--- src/rtl/pwr_pkg.sv ---
package pwr_pkg;
  typedef enum logic [2:0] {
    ST_IDLE, ST_FETCH, ST_CSS, ST_WRS, ST_ACT, ST_HOLD
  } wr_state_e;

  // configuration word field positions
  localparam int unsigned CSS_POS   = 16;
  localparam int unsigned WRS_POS   = 12;
  localparam int unsigned ACT_POS   = 8;
  localparam int unsigned HOLD_POS  = 4;
  localparam int unsigned IF_EN_BIT = 0;
  localparam int unsigned NPH       = 4;

  // trigger control bits
  localparam int unsigned TRG_MODE   = 0;
  localparam int unsigned TRG_SW     = 1;
  localparam int unsigned TRG_HW     = 3;
  localparam int unsigned TRG_UNMASK = 4;
  localparam int unsigned TRG_PER_TE = 31;

  localparam logic [1:0] A_CFG  = 2'd0;
  localparam logic [1:0] A_TRIG = 2'd1;
  localparam logic [1:0] A_AFR  = 2'd2;
  localparam logic [1:0] A_IRQ  = 2'd3;
endpackage

--- src/rtl/pwr_trigger.sv ---
module pwr_trigger #(
  parameter int unsigned AW = 16
) (
  input  logic          clk_i,
  input  logic          rst_ni,
  input  logic          trig_we_i,
  input  logic          mode_i,
  input  logic          cmd_i,
  input  logic          hw_en_i,
  input  logic          unmask_i,
  input  logic          per_te_i,
  input  logic          afr_we_i,
  input  logic [AW-1:0] afr_i,
  input  logic          te_i,
  input  logic          if_en_i,
  input  logic          busy_i,
  output logic          start_o
);
  logic mode_q, hw_en_q, unmask_q, per_te_q, armed_q, te_q;
  logic [AW-1:0] afr_q, idle_cnt_q;
  logic can_go, te_rise, sw_fire, hw_fire, auto_fire;

  assign can_go    = if_en_i & ~busy_i;
  assign te_rise   = te_i & ~te_q;
  assign sw_fire   = trig_we_i & mode_i & cmd_i;
  assign hw_fire   = mode_q & hw_en_q & unmask_q & te_rise & (per_te_q | armed_q);
  assign auto_fire = (afr_q != '0) && (idle_cnt_q >= afr_q - 1'b1);
  assign start_o   = can_go & (sw_fire | hw_fire | auto_fire);

  always_ff @(posedge clk_i or negedge rst_ni) begin
    if (!rst_ni) begin
      mode_q     <= 1'b0;
      hw_en_q    <= 1'b0;
      unmask_q   <= 1'b0;
      per_te_q   <= 1'b0;
      armed_q    <= 1'b0;
      te_q       <= 1'b0;
      afr_q      <= '0;
      idle_cnt_q <= '0;
    end else begin
      te_q <= te_i;
      if (trig_we_i) begin
        mode_q   <= mode_i;
        hw_en_q  <= hw_en_i;
        unmask_q <= unmask_i;
        per_te_q <= per_te_i;
        armed_q  <= hw_en_i;
      end else if (start_o && hw_fire) begin
        armed_q  <= 1'b0;
      end
      if (afr_we_i) afr_q <= afr_i;
      if (!can_go || afr_q == '0 || start_o) idle_cnt_q <= '0;
      else                                   idle_cnt_q <= idle_cnt_q + 1'b1;
    end
  end

  // a start is only issued to an idle sequencer
  a_r7_start_idle: assert property (@(posedge clk_i) disable iff (!rst_ni)
    start_o |-> !busy_i);
endmodule

--- src/rtl/pwr_strobe_fsm.sv ---
module pwr_strobe_fsm
  import pwr_pkg::*;
#(
  parameter int unsigned DW = 16,
  parameter int unsigned TW = 4
) (
  input  logic                   clk_i,
  input  logic                   rst_ni,
  input  logic                   start_i,
  input  logic [NPH-1:0][TW-1:0] ph_len_i,
  input  logic                   pix_valid_i,
  input  logic [DW-1:0]          pix_data_i,
  input  logic                   pix_last_i,
  output logic                   pix_ready_o,
  output logic                   cs_n_o,
  output logic                   wr_n_o,
  output logic [DW-1:0]          data_o,
  output logic                   busy_o,
  output logic                   frame_end_o
);
  wr_state_e st_q, st_d;
  logic [TW-1:0] cnt_q, ld;
  logic [DW-1:0] data_q;
  logic          last_q;
  logic          cnt_zero;

  assign cnt_zero = (cnt_q == '0);

  always_comb begin
    st_d        = st_q;
    ld          = ph_len_i[0];
    frame_end_o = 1'b0;
    case (st_q)
      ST_IDLE:  if (start_i) st_d = ST_FETCH;
      ST_FETCH: if (pix_valid_i) st_d = ST_CSS;
      ST_CSS:   if (cnt_zero) begin st_d = ST_WRS; ld = ph_len_i[1]; end
      ST_WRS:   if (cnt_zero) begin st_d = ST_ACT; ld = ph_len_i[2]; end
      ST_ACT:   if (cnt_zero) begin st_d = ST_HOLD; ld = ph_len_i[3]; end
      ST_HOLD:
        if (cnt_zero) begin
          if (last_q) begin
            st_d        = ST_IDLE;
            frame_end_o = 1'b1;
          end else begin
            st_d = ST_FETCH;
          end
        end
      default:  st_d = ST_IDLE;
    endcase
  end

  always_ff @(posedge clk_i or negedge rst_ni) begin
    if (!rst_ni) begin
      st_q   <= ST_IDLE;
      cnt_q  <= '0;
      data_q <= '0;
      last_q <= 1'b0;
    end else begin
      st_q <= st_d;
      if (st_d != st_q) cnt_q <= ld;
      else if (!cnt_zero) cnt_q <= cnt_q - 1'b1;
      if (st_q == ST_FETCH && pix_valid_i) begin
        data_q <= pix_data_i;
        last_q <= pix_last_i;
      end
    end
  end

  assign pix_ready_o = (st_q == ST_FETCH);
  assign cs_n_o      = !(st_q inside {ST_CSS, ST_WRS, ST_ACT, ST_HOLD});
  assign wr_n_o      = (st_q != ST_ACT);
  assign busy_o      = (st_q != ST_IDLE);
  assign data_o      = data_q;

  // strobe falls only after chip select has been low
  a_r2_setup_before_wr: assert property (@(posedge clk_i) disable iff (!rst_ni)
    $fell(wr_n_o) |-> $past(!cs_n_o));
  // chip select never rises straight out of the active phase
  a_r2_hold_before_cs: assert property (@(posedge clk_i) disable iff (!rst_ni)
    $rose(cs_n_o) |-> $past(wr_n_o));
  // data steady during strobe
  a_r3_data_stable: assert property (@(posedge clk_i) disable iff (!rst_ni)
    (!wr_n_o && $past(!wr_n_o)) |-> $stable(data_o));
  // the end of a frame releases busy
  a_r8_end_releases: assert property (@(posedge clk_i) disable iff (!rst_ni)
    frame_end_o |=> !busy_o);
endmodule

--- src/rtl/panel_wr8080.sv ---
module panel_wr8080
  import pwr_pkg::*;
#(
  parameter int unsigned DW = 16,
  parameter int unsigned TW = 4,
  parameter int unsigned AW = 16
) (
  input  logic          clk_i,
  input  logic          rst_ni,
  input  logic          reg_we_i,
  input  logic [1:0]    reg_addr_i,
  input  logic [31:0]   reg_wdata_i,
  input  logic          te_i,
  input  logic          pix_valid_i,
  input  logic [DW-1:0] pix_data_i,
  input  logic          pix_last_i,
  output logic          pix_ready_o,
  output logic          cs_n_o,
  output logic          wr_n_o,
  output logic [DW-1:0] data_o,
  output logic          busy_o,
  output logic          done_o,
  output logic          irq_o
);
  localparam int unsigned PH_POS [NPH] = '{CSS_POS, WRS_POS, ACT_POS, HOLD_POS};

  logic [NPH-1:0][TW-1:0] tim_d, tim_q;
  logic if_en_q, ie_q, done_q;
  logic wr_cfg, wr_trig, wr_afr, wr_irq, done_clr;
  logic start, frame_end, busy;
  logic unused_wdata;

  assign wr_cfg   = reg_we_i && (reg_addr_i == A_CFG);
  assign wr_trig  = reg_we_i && (reg_addr_i == A_TRIG);
  assign wr_afr   = reg_we_i && (reg_addr_i == A_AFR);
  assign wr_irq   = reg_we_i && (reg_addr_i == A_IRQ);
  assign done_clr = wr_irq && reg_wdata_i[0];
  assign unused_wdata = ^reg_wdata_i[30:20];

  for (genvar g = 0; g < NPH; g++) begin : g_fld
    assign tim_d[g] = reg_wdata_i[PH_POS[g] +: TW];
  end

  always_ff @(posedge clk_i or negedge rst_ni) begin
    if (!rst_ni) begin
      tim_q   <= '0;
      if_en_q <= 1'b0;
      ie_q    <= 1'b0;
      done_q  <= 1'b0;
    end else begin
      if (wr_cfg) begin
        tim_q   <= tim_d;
        if_en_q <= reg_wdata_i[IF_EN_BIT];
      end
      if (wr_irq) ie_q <= reg_wdata_i[1];
      done_q <= frame_end | (done_q & ~done_clr);  // set wins
    end
  end

  pwr_trigger #(.AW(AW)) u_trig (
    .clk_i     (clk_i),
    .rst_ni    (rst_ni),
    .trig_we_i (wr_trig),
    .mode_i    (reg_wdata_i[TRG_MODE]),
    .cmd_i     (reg_wdata_i[TRG_SW]),
    .hw_en_i   (reg_wdata_i[TRG_HW]),
    .unmask_i  (reg_wdata_i[TRG_UNMASK]),
    .per_te_i  (reg_wdata_i[TRG_PER_TE]),
    .afr_we_i  (wr_afr),
    .afr_i     (reg_wdata_i[AW-1:0]),
    .te_i      (te_i),
    .if_en_i   (if_en_q),
    .busy_i    (busy),
    .start_o   (start)
  );

  pwr_strobe_fsm #(.DW(DW), .TW(TW)) u_fsm (
    .clk_i       (clk_i),
    .rst_ni      (rst_ni),
    .start_i     (start),
    .ph_len_i    (tim_q),
    .pix_valid_i (pix_valid_i),
    .pix_data_i  (pix_data_i),
    .pix_last_i  (pix_last_i),
    .pix_ready_o (pix_ready_o),
    .cs_n_o      (cs_n_o),
    .wr_n_o      (wr_n_o),
    .data_o      (data_o),
    .busy_o      (busy),
    .frame_end_o (frame_end)
  );

  assign busy_o = busy;
  assign done_o = done_q;
  assign irq_o  = done_q & ie_q;

  // frame end sets done, even against a same-cycle clear
  a_r9_done_set: assert property (@(posedge clk_i) disable iff (!rst_ni)
    frame_end |=> done_o);
  // done only drops through an explicit clear
  a_r9_done_sticky: assert property (@(posedge clk_i) disable iff (!rst_ni)
    (done_o && !done_clr) |=> done_o);
endmodule

--- config.mk ---
export PLATFORM = sky130hd
export DESIGN_NAME = panel_wr8080
export DESIGN_NICKNAME = d
export VERILOG_FILES = /design/src/rtl/pwr_pkg.sv /design/src/rtl/pwr_trigger.sv /design/src/rtl/pwr_strobe_fsm.sv /design/src/rtl/panel_wr8080.sv
export SDC_FILE = /design/constraint.sdc
export NUM_CORES = 1
export LEC_CHECK = 0
export BUFFER_PORTS_ARGS = -buffer_cell sky130_fd_sc_hd__buf_2
export CORE_ASPECT_RATIO = 0.8
export CORE_MARGIN = 4
export CORE_UTILIZATION = 55
export DETAILED_ROUTE_END_ITERATION = 6
export GPL_ROUTABILITY_DRIVEN = 0
export PLACE_DENSITY = 0.88
export SLEW_MARGIN = 20
export SYNTH_ARGS = -nofsm -noshare
export SYNTH_HDL_FRONTEND = slang
export SYNTH_SLANG_ARGS = --single-unit
--- constraint.sdc ---
create_clock -name clk_i -period 3.4 [get_ports clk_i]
set_input_delay 0.85 -clock clk_i [delete_from_list [all_inputs] [get_ports clk_i]]
set_output_delay 0.85 -clock clk_i [all_outputs]
set_load 0.01 [all_outputs]
* Word level (Yosys, flattened, before mapping)
Cells that the tools add are included.
** Operators by class
- Equality and inequality tests :: 11
- Reduce and logical (&&, ||, !) cells :: 20
- Muxes and demuxes :: 20
- Magnitude comparators :: 1
- Bitwise logic cells :: 18
- Add/sub/neg operators :: 3
** Operators by type and width (number)
- 2-to-1 mux 4 bit :: 5
- 2-to-1 mux 3 bit :: 6
- case mux 3 bit (6 select lines) :: 1
- adder 16 x 1 -> 16 bit, second input constant :: 1
- >= comparator 16 bit :: 1
- logical NOT 16 bit :: 1
- 2-to-1 mux 16 bit :: 1
- nonzero test 16 bit :: 1
- subtractor 16 x 1 -> 16 bit, second input constant :: 1
- case mux 4 bit (3 select lines) :: 1
- bitwise AND 1 bit :: 11
- logical AND 1 bit :: 8
- == test 3 x 2 -> 1 bit, second input constant :: 2
- == test 3 bit, second input constant :: 2
- 2-to-1 mux 1 bit :: 6
- == test 2 bit, second input constant :: 2
- logical NOT 4 bit :: 1
- OR 1 bit :: 4
- nonzero test 4 bit :: 1
- subtractor 4 x 1 -> 4 bit, second input constant :: 1
- == test 3 x 1 -> 1 bit, second input constant :: 1
- logical NOT 3 bit :: 1
- != test 3 bit :: 1
- != test 3 bit, second input constant :: 1
- other kinds (8) :: 12
** Storage, ports and cells
- Input bits :: 56
- Logic and storage cells :: 92
- Flip-flop bits (word level) :: 81

* Logic depth before layout (Yosys ltp)
Gate-level depths: netlist (run 1).
- Depth in word-level cells :: 11
- Depth in mapped cells :: 15

* Cells and area by module
Synthesis (run 1) repeated with hierarchy kept, for this count alone.
** Unflattened totals
- Cell total of the unflattened synthesis :: 370
- Area, all modules :: 4262.8 um^2
** Modules (own cells, without submodules)
- pwr_trigger :: times used 1, cells each 211, area each 2229.6 um^2
- pwr_strobe_fsm :: times used 1, cells each 113, area each 1282.5 um^2
- panel_wr8080 :: times used 1, cells each 46, area each 750.7 um^2

* Worst setup path after synthesis (run 1)
Ideal clock, no wire load.
- Path kind :: reg-to-reg
- From :: register u_trig.afr_q[0]
- To :: register u_trig.idle_cnt_q[7]
- Setup time :: 68 ps
- Arrival :: 2730 ps
- Clock period less this slack :: 2798 ps
- Stages on the path, launching flop included :: 16
- Slack :: 602 ps
- Required time :: 3332 ps
- Cells stage by stage :: dfrtp_1 inv_1 ha_1 and2_1 clkbuf_1 nand3_1 nor4_1 xnor2_1 ha_1 o21ai_0 nor2_1 a211oi_1 o211ai_1 a21o_4 buf_8 nor2_4
** On the way
- Cells in the longest elaborated chain, start to end :: 7
** RTL lines
- from (decl) :: RTL line pwr_trigger.sv:20 : logic [AW-1:0] afr_q, idle_cnt_q;
- from (signal assigned) :: RTL line pwr_trigger.sv:51 : if (afr_we_i) afr_q <= afr_i;
- subtractor 16 x 1 -> 16 bit :: RTL line pwr_trigger.sv:27 : assign auto_fire = (afr_q != '0) && (idle_cnt_q >= afr_q - 1'b1);
- >= comparator 16 bit :: RTL line pwr_trigger.sv:27
- logical AND 1 bit :: RTL line pwr_trigger.sv:27
- OR 1 bit :: RTL line pwr_trigger.sv:28 : assign start_o = can_go & (sw_fire | hw_fire | auto_fire);
- bitwise AND 1 bit :: RTL line pwr_trigger.sv:28
- logical OR 1 bit (*) :: RTL line pwr_trigger.sv:52 : if (!can_go || afr_q == '0 || start_o) idle_cnt_q <= '0;
- 2-to-1 mux 16 bit (*) :: RTL line pwr_trigger.sv:52
- to (signal assigned) :: RTL line pwr_trigger.sv:53 : else idle_cnt_q <= idle_cnt_q + 1'b1;
- to (decl) :: RTL line pwr_trigger.sv:20
Every way passes the cells marked *; elsewhere a longest branch is shown, timed or not.
A chain may end at the register's enable or synchronous reset.

* Final worst setup path (run 1)
- From :: register u_trig.afr_q[2]
- To :: register u_fsm.cnt_q[1]
** On the way
- Cells in the longest elaborated chain, start to end :: 9
** RTL lines
- subtractor 16 x 1 -> 16 bit :: RTL line pwr_trigger.sv:27
- >= comparator 16 bit :: RTL line pwr_trigger.sv:27
- logical AND 1 bit (*) :: RTL line pwr_trigger.sv:27
- OR 1 bit (*) :: RTL line pwr_trigger.sv:28
- bitwise AND 1 bit (*) :: RTL line pwr_trigger.sv:28
- 2-to-1 mux 3 bit (*) :: RTL line pwr_strobe_fsm.sv:34 : ST_IDLE: if (start_i) st_d = ST_FETCH;
- case mux 3 bit (6 select lines) (*) :: RTL line pwr_strobe_fsm.sv:33 : case (st_q)
- != test 3 bit (*) :: RTL line pwr_strobe_fsm.sv:60 : if (st_d != st_q) cnt_q <= ld;
- != test 2 bit (no line) / 2-to-1 mux 4 bit (equally long branches)
- to (signal assigned) :: RTL line pwr_strobe_fsm.sv:60
- to (signal assigned) :: RTL line pwr_strobe_fsm.sv:61 : else if (!cnt_zero) cnt_q <= cnt_q - 1'b1;
- to (decl) :: RTL line pwr_strobe_fsm.sv:22 : logic [TW-1:0] cnt_q, ld;
Marks and branches as above.

==> results by group, run 1 <==
Detailed routing
  – Vias/cell: ~5.6
  – Detailed Routing Iterations Pass 1: 4
  – DRT iter0 DRCs: around 220
  – Vias after detailed routing: about 3,100
  – Drt drc: 0
  – Antenna-violating nets left: 0
  – Final WL: roughly 9000 um
  – Average wire per standard cell: 16.0 um

Logic synthesis
  – Post-synth top cells: dfrtp_1 (81), mux2_2 (49), nand2_1 (31)
  – Ys async rst share: 100%
  – Largest area contributor in the netlist: dfrtp_1
  – Yosys warns: 0
  – Flops & latches, synth: 81
  – Syn Std Cell Area: roughly 4300 sq um
  – Net Count, Synth: ~460
  – Top-area cell type share of the netlist area: a little under half
  – Ranking of synthesized cells by area: dfrtp_1 (48%), mux2_2 (13%), ha_1 (5.9%), xnor2_1 (3.3%), nand2_1 (2.7%)
  – Syn Area/Cell: between 10 and 15 sq um
  – Post-synthesis cell type count: between 40 and 50
  – Post-Synthesis Cells: between 300 and 400
  – Post-synth EDFFs: 0
  – Commonest register cell after synthesis: dfrtp_1
  – Most common cell in the netlist: dfrtp_1
  – Register area share after synthesis: a little under half

Critical path
  – CP Max Fanout: 5
  – CP peak stage delay: roughly 440 ps
  – Worst setup SP type: register
  – Worst EP required: 3680 ps
  – CP Class: register to register
  – CP max-delay cell: dfrtp_1
  – Crit path cell chain: nor2_1 > and2_1 > nand3_1 > nor4_1 > xnor2_1 > ha_1 > o21ai_0 > nor2_1 > a211oi_1 > o211ai_1 > a21oi_2 > buf_4 > mux2i_1
  – Most frequent CP cell: nor2_1
  – Worst EP arrival: between 3000 and 4000 ps
  – Crit end category: register

Pwr
  – Cell Pwr Density: 651 nW/um^2
  – Peak VDD IR: around 0.39 mV
  – Leak: ~2.2 nW

GRT
  – Global route overflow: 0
  – Antenna violations before repair: 0
  – Met1 global-route usage: between 20% and 30%
  – Largest net degree at the start of global routing: 82
  – M2 GR Usage: roughly a third
  – GRT met3 Usage: 4.39%
  – First-pass GRT wire length: ~15,000 um
  – Vias in the first global route: 3,160
  – GRT Overall Usage: about 21%
  – Global routing's busiest layer: met2

Timing
  – Tcrit/Tclk final: a little over nine tenths
  – Worst Tran Pin Value: slightly above 900 ps
  – Min Tclk post-route: 3230 ps
  – Fmax: 310 MHz
  – Slew Limit Fails: 0
  – Skew final: about 15 ps
  – Final Hold Viols: 0
  – Max_slew headroom: 38.3%
  – Finish-stage setup viols: 0

Floorplan
  – Die W: 106 um
  – Starting Density: 57.0%
  – IO Pins: between 70 and 80
  – # rows: 28
  – Die H: 86.7 um
  – Core area: 7460 sq um
  – DIE AREA: ~9000 sq um

Run status
  – Status: finished, final reports clean

CTS
  – CTS tree: built
  – Clock latency on the worst-skew pair: between 300 and 400 ps
  – Clock transition at the registers of the reported paths: 90 ps
  – Clock root buffer: clkbuf_8
  – Cts hold-fix bufs: 0
  – Clock buffer depth: 2
  – Num CTS Buffers: 9
  – Clock sink count: 81
  – H-Tree Depth: 3

Worst hold path
  – Path type of the worst min-delay path: register to register

Cells and area
  – Ant diodes: 0
  – Area growth syn-to-layout: 15.6%
  – Layout fillers: 578
  – Nets: 526
  – Layout cells sized above 1: about 34%
  – Final Non-Filler Cells: between 500 and 600
  – Finished Core Util: around two thirds

Placed design
  – Input/output buffers: between 60 and 70
  – Placed cell count: between 500 and 600
  – HPWL after DPL: roughly 6700 um

Job
  – Max_cap viols: 0
## per-layer routing
layer  wire length (um)  vias to the layer above
met4                153                        0
met1               3930                     1524
met3                556                       16
met5                  0                        -
li1                   -                     1484
met2               4350                      103
## report_power, final
group          switching, mW  internal [mW]  leakage, nW
sequential             0.199           1.19         1.01
clock                  0.371          0.421        0.110
combinational          0.524          0.496         1.10
total                   1.09           2.11         2.22
## critical path, delay by kind of cell, from the launching register on
kind | cells | cell delay, ps
DFF | 1 | 440
xor gates and xnor gates | 1 | 200
buffers and inverters | 1 | 160
muxes | 1 | 180
and+or+nand+nor | 5 | 1080
adders and majority gates | 1 | 280
AOI/OAI and AO/OA | 4 | 800
## area by class of cell
cell class	instances	area, sq um	share of cell area [%]
clock buffers	9	124	2.52
clock inverters	7	103	2.08
multi-input cells	276	2130	43.3
flip-flops and latches	81	2030	41.2
inverters	13	48.8	0.991
well taps	105	131	2.67
repair buffers	69	359	7.30
## repair_timing
action | in CTS | in global routing
setup endpoints to repair | 0 | 8
buffers inserted | 0 | 1
gates resized for setup | 0 | 2
## cells by family after synthesis
kind of cell               after synthesis  synth area share, %
AOI/OAI and AO/OA                       46                 6.97
xor gates and xnor gates                29                 5.97
adders and majority gates               20                 5.88
buffers and inverters                   24                 2.73
DFF                                     81                 47.6
muxes                                   57                 14.8
and+or+nand+nor                        124                 16.0
## worst paths after layout
check | slack [ps] | endpoint | cells after the start | startpoint
worst max-delay path | 170 | u_fsm.cnt_q[1] | 13 | u_trig.afr_q[2]
worst min-delay path | 490 | u_trig.unmask_q | 2 | u_trig.unmask_q
worst max register to register | 170 | u_fsm.cnt_q[1] | 13 | u_trig.afr_q[2]
worst min register to register | 490 | u_trig.unmask_q | 2 | u_trig.unmask_q
max in group asynchronous | 2390 | u_fsm.data_o[3] | 1 | rst_ni
min in group asynchronous | 520 | u_trig.idle_cnt_q[6] | 1 | rst_ni
## sequential cells by signal, summed over array words and instances (netlist names), 3 cells and up
signal / cells
tim_q: 16
u_fsm.cnt_q: 4
u_fsm.data_o: 16
u_fsm.st_q: 3
u_trig.afr_q: 16
u_trig.idle_cnt_q: 16
## metrics by stage
step | power (mW) | worst slack [ps] | instance area [sq um] | hold slack [ps] | TNS [ps]
2_1_floorplan | 2.09 | 602 | 4260 | 440 | 0
3_3_place_gp | 2.34 | 358 | 4670 | 459 | 0
3_5_place_dp | 2.41 | 182 | 4670 | 475 | 0
4_1_cts | 3.21 | 165 | 4900 | 495 | 0
5_1_grt | 3.40 | -39.3 | 4920 | 510 | -178
6_report | 3.20 | 173 | 4920 | 492 | 0
## cells in the final DEF, fill, tap and decap left out, drive strengths merged, types with 12 or more instances in the layout
cell | netlist | final
buf | 6 | 69
dfrtp | 81 | 81
ha | 20 | 20
inv | 13 | 15
mux2 | 49 | 49
nand2 | 31 | 31
nand3 | 12 | 12
nor2 | 40 | 40
o21ai | 17 | 17
xnor2 | 16 | 16
xor2 | 13 | 13
(Power assumes the default switching activity.)
==> run 2, diff against run 1 <==
--- a/config.mk
+++ b/config.mk
@@ -9,9 +9,10 @@
 export CORE_ASPECT_RATIO = 0.8
 export CORE_MARGIN = 4
 export CORE_UTILIZATION = 55
+export CTS_BUF_LIST = sky130_fd_sc_hd__clkbuf_8
 export DETAILED_ROUTE_END_ITERATION = 6
 export GPL_ROUTABILITY_DRIVEN = 0
-export PLACE_DENSITY = 0.88
+export PLACE_DENSITY = 0.85
 export SLEW_MARGIN = 20
 export SYNTH_ARGS = -nofsm -noshare
 export SYNTH_HDL_FRONTEND = slang
==> results by group, run 2 (synthesized netlist as in run 1, its figures left out) <==
Detailed routing
  – Final WL: 8710 um (was 8990 um)
  – Antenna-violating nets left: 0 (unchanged)
  – Vias after detailed routing: 3,059 (was 3,127)
  – Average wire per standard cell: 15.6 um (was 16.0 um)
  – Vias/cell: 5.47 (was 5.58)
  – DRT iter0 DRCs: 212 (was 217)
  – Detailed Routing Iterations Pass 1: 4 (unchanged)
  – Drt drc: 0 (unchanged)

Cells and area
  – Nets: 525 (was 526)
  – Area growth syn-to-layout: 15.1% (was 15.6%)
  – Layout cells sized above 1: 33.9% (was 34.1%)
  – Commonest non-fill, non-tap cells in the layout: dfrtp_1 (81), buf_2 (65), mux2_2 (49) (unchanged)
  – Ant diodes: 0 (unchanged)
  – Final Non-Filler Cells: 559 (was 560)
  – Leading cell type in the layout, fill and taps excluded: dfrtp_1 (unchanged)

Placed design
  – Placed cell count: 543 (unchanged)
  – Input/output buffers: 66 (unchanged)
  – HPWL after DPL: 6380 um (was 6690 um)
  – Pre-CTS setup slack: 183 ps (was 182 ps)

Critical path
  – Worst EP arrival: 3400 ps (was 3510 ps)
  – Crit path cell chain: inv_1 > ha_1 > and2_1 > nand3_1 > nor4_1 > xnor2_1 > ha_1 > nand4_1 > a2111o_1 > o211ai_1 > a21o_4 > nor2_1 (was nor2_1 > and2_1 > nand3_1 > nor4_1 > xnor2_1 > ha_1 > o21ai_0 > nor2_1 > a211oi_1 > o211ai_1 > a21oi_2 > buf_4 > mux2i_1)
  – R2r setup slk: 240 ps (was 170 ps)
  – Worst reg2reg path depth: 12 (was 13)
  – Crit path from: u_trig.afr_q[0] (was u_trig.afr_q[2])
  – Crit end category: register (unchanged)
  – CP Class: register to register (unchanged)
  – CP max-delay cell: dfrtp_1 (unchanged)
  – Most frequent CP cell: ha_1 (was nor2_1)
  – Worst setup SP type: register (unchanged)
  – Worst r2r src: u_trig.afr_q[0] (was u_trig.afr_q[2])
  – Worst EP required: 3640 ps (was 3680 ps)
  – CP peak stage delay: 410 ps (was 440 ps)
  – FF-to-FF End: u_trig.idle_cnt_q[5] (was u_fsm.cnt_q[1])
  – CP Max Fanout: 16 (was 5)

Timing
  – Min Tclk post-route: 3160 ps (was 3230 ps)
  – Final Hold Viols: 0 (unchanged)
  – Finish-stage setup viols: 0 (unchanged)
  – Setup ws final: 238 ps (was 173 ps)
  – Slew Limit Fails: 0 (unchanged)
  – Tcrit/Tclk final: 93.0% (was 94.9%)
  – Final setup TNS: 0 ps (unchanged)
  – Fmax: 316 MHz (was 310 MHz)
  – Max_slew headroom: 36.5% (was 38.3%)
  – Worst Tran Pin Value: 949 ps (was 923 ps)
  – Skew final: 8.78 ps (was 15.1 ps)
  – Hold Slack: 483 ps (was 492 ps)

CTS
  – H-Tree Depth: 3 (unchanged)
  – Num CTS Buffers: 9 (unchanged)
  – Cts hold-fix bufs: 0 (unchanged)
  – Clock buffer depth: 2 (unchanged)
  – Clock root buffer: clkbuf_8 (unchanged)
  – Clock transition at the registers of the reported paths: 80 ps (was 90 ps)
  – CTS tree: built (unchanged)
  – Resize count post-CTS: 0 (unchanged)
  – Clock latency on the worst-skew pair: 360 ps (about the same)
  – Post-CTS setup buffer count: 0 (unchanged)
  – Clock sink count: 81 (unchanged)

Run status
  – Status: finished, final reports clean (unchanged)

GRT
  – Vias in the first global route: 2,988 (was 3,160)
  – GRT Overall Usage: 19.8% (was 20.7%)
  – First-pass GRT wire length: 14,400 um (was 15,000 um)
  – Largest net degree at the start of global routing: 82 (unchanged)
  – Antenna violations before repair: 0 (unchanged)
  – Global route overflow: 0 (unchanged)

Floorplan
  – DIE AREA: 9220 sq um (unchanged)
  – # rows: 28 (unchanged)
  – IO Pins: 78 (unchanged)
  – Die W: 106 um (unchanged)
  – Starting Density: 57.0% (unchanged)
  – Die H: 86.7 um (unchanged)
  – Core area: 7460 sq um (unchanged)

Job
  – Max_cap viols: 0 (unchanged)

Worst hold path
  – Hold path depth: 2 (unchanged)
  – Hold path endpoint: u_trig.per_te_q (was u_trig.unmask_q)
  – Path type of the worst min-delay path: register to register (unchanged)
  – Hold path start: u_trig.per_te_q (was u_trig.unmask_q)

Pwr
  – Final Power: 3.11 mW (was 3.20 mW)
  – Cell Pwr Density: 634 nW/um^2 (was 651 nW/um^2)
  – Peak VDD IR: 0.334 mV (was 0.390 mV)
  – Leak: 2.21 nW (was 2.22 nW)
run 2: cell types whose count changed in the layout (fill, tap and decap cells not counted), sizes merged:
cell	before	now
inv	15	14
buf	69	68
bufinv	2	1
clkbuf	9	10
clkinv	2	3
run 2: report_power, final:
group	switching, mW	internal, mW
clock	0.354	0.360
combinational	0.519	0.487
sequential	0.196	1.19
total	1.07	2.04
run 2: through the flow:
step | utilization, % | instance area (sq um)
after floorplan | - | 4260
after global placement | 62.6 | 4670
after detailed placement | 62.6 | 4670
after CTS | 65.3 | 4880
after global routing | 65.6 | 4900
final | 65.6 | 4900
run 2: routing by layer:
layer | GRT usage, % | share of wire (%) | vias up
met3 | 5.66 | 5.1 | 8
li1 | - | - | 1480
met2 | 30.5 | 47 | 74
met1 | 27.9 | 47 | 1497
met5 | 0 | 0 | -
met4 | 4.94 | 1.3 | 0
run 2: area by class of cell:
type	count	area, sq um
Clock inverter	6	65.1
Tap cell	105	131
Sequential cell	81	2030
Clock buffer	10	138
Inverter	13	48.8
Multi-Input combinational cell	276	2140
Fill cell	585	2560
Timing Repair Buffer	68	352
run 2: worst max path at each step:
stage                     slack (ps)                    to
after floorplan                  600  u_trig.idle_cnt_q[7]
after global placement           310        u_fsm.cnt_q[3]
after detailed placement         180        u_fsm.cnt_q[2]
after CTS                        140        u_fsm.cnt_q[2]
after global routing             -10  u_trig.idle_cnt_q[4]
final                            240  u_trig.idle_cnt_q[5]
run 2: critical path: cells and delay by family, from the launching register on:
family | cells | cell delay [ps]
compound gates | 3 | 950
simple gates | 5 | 910
fa+ha+maj | 2 | 490
flops | 1 | 410
buf+inv | 1 | 130
xor+xnor | 1 | 130
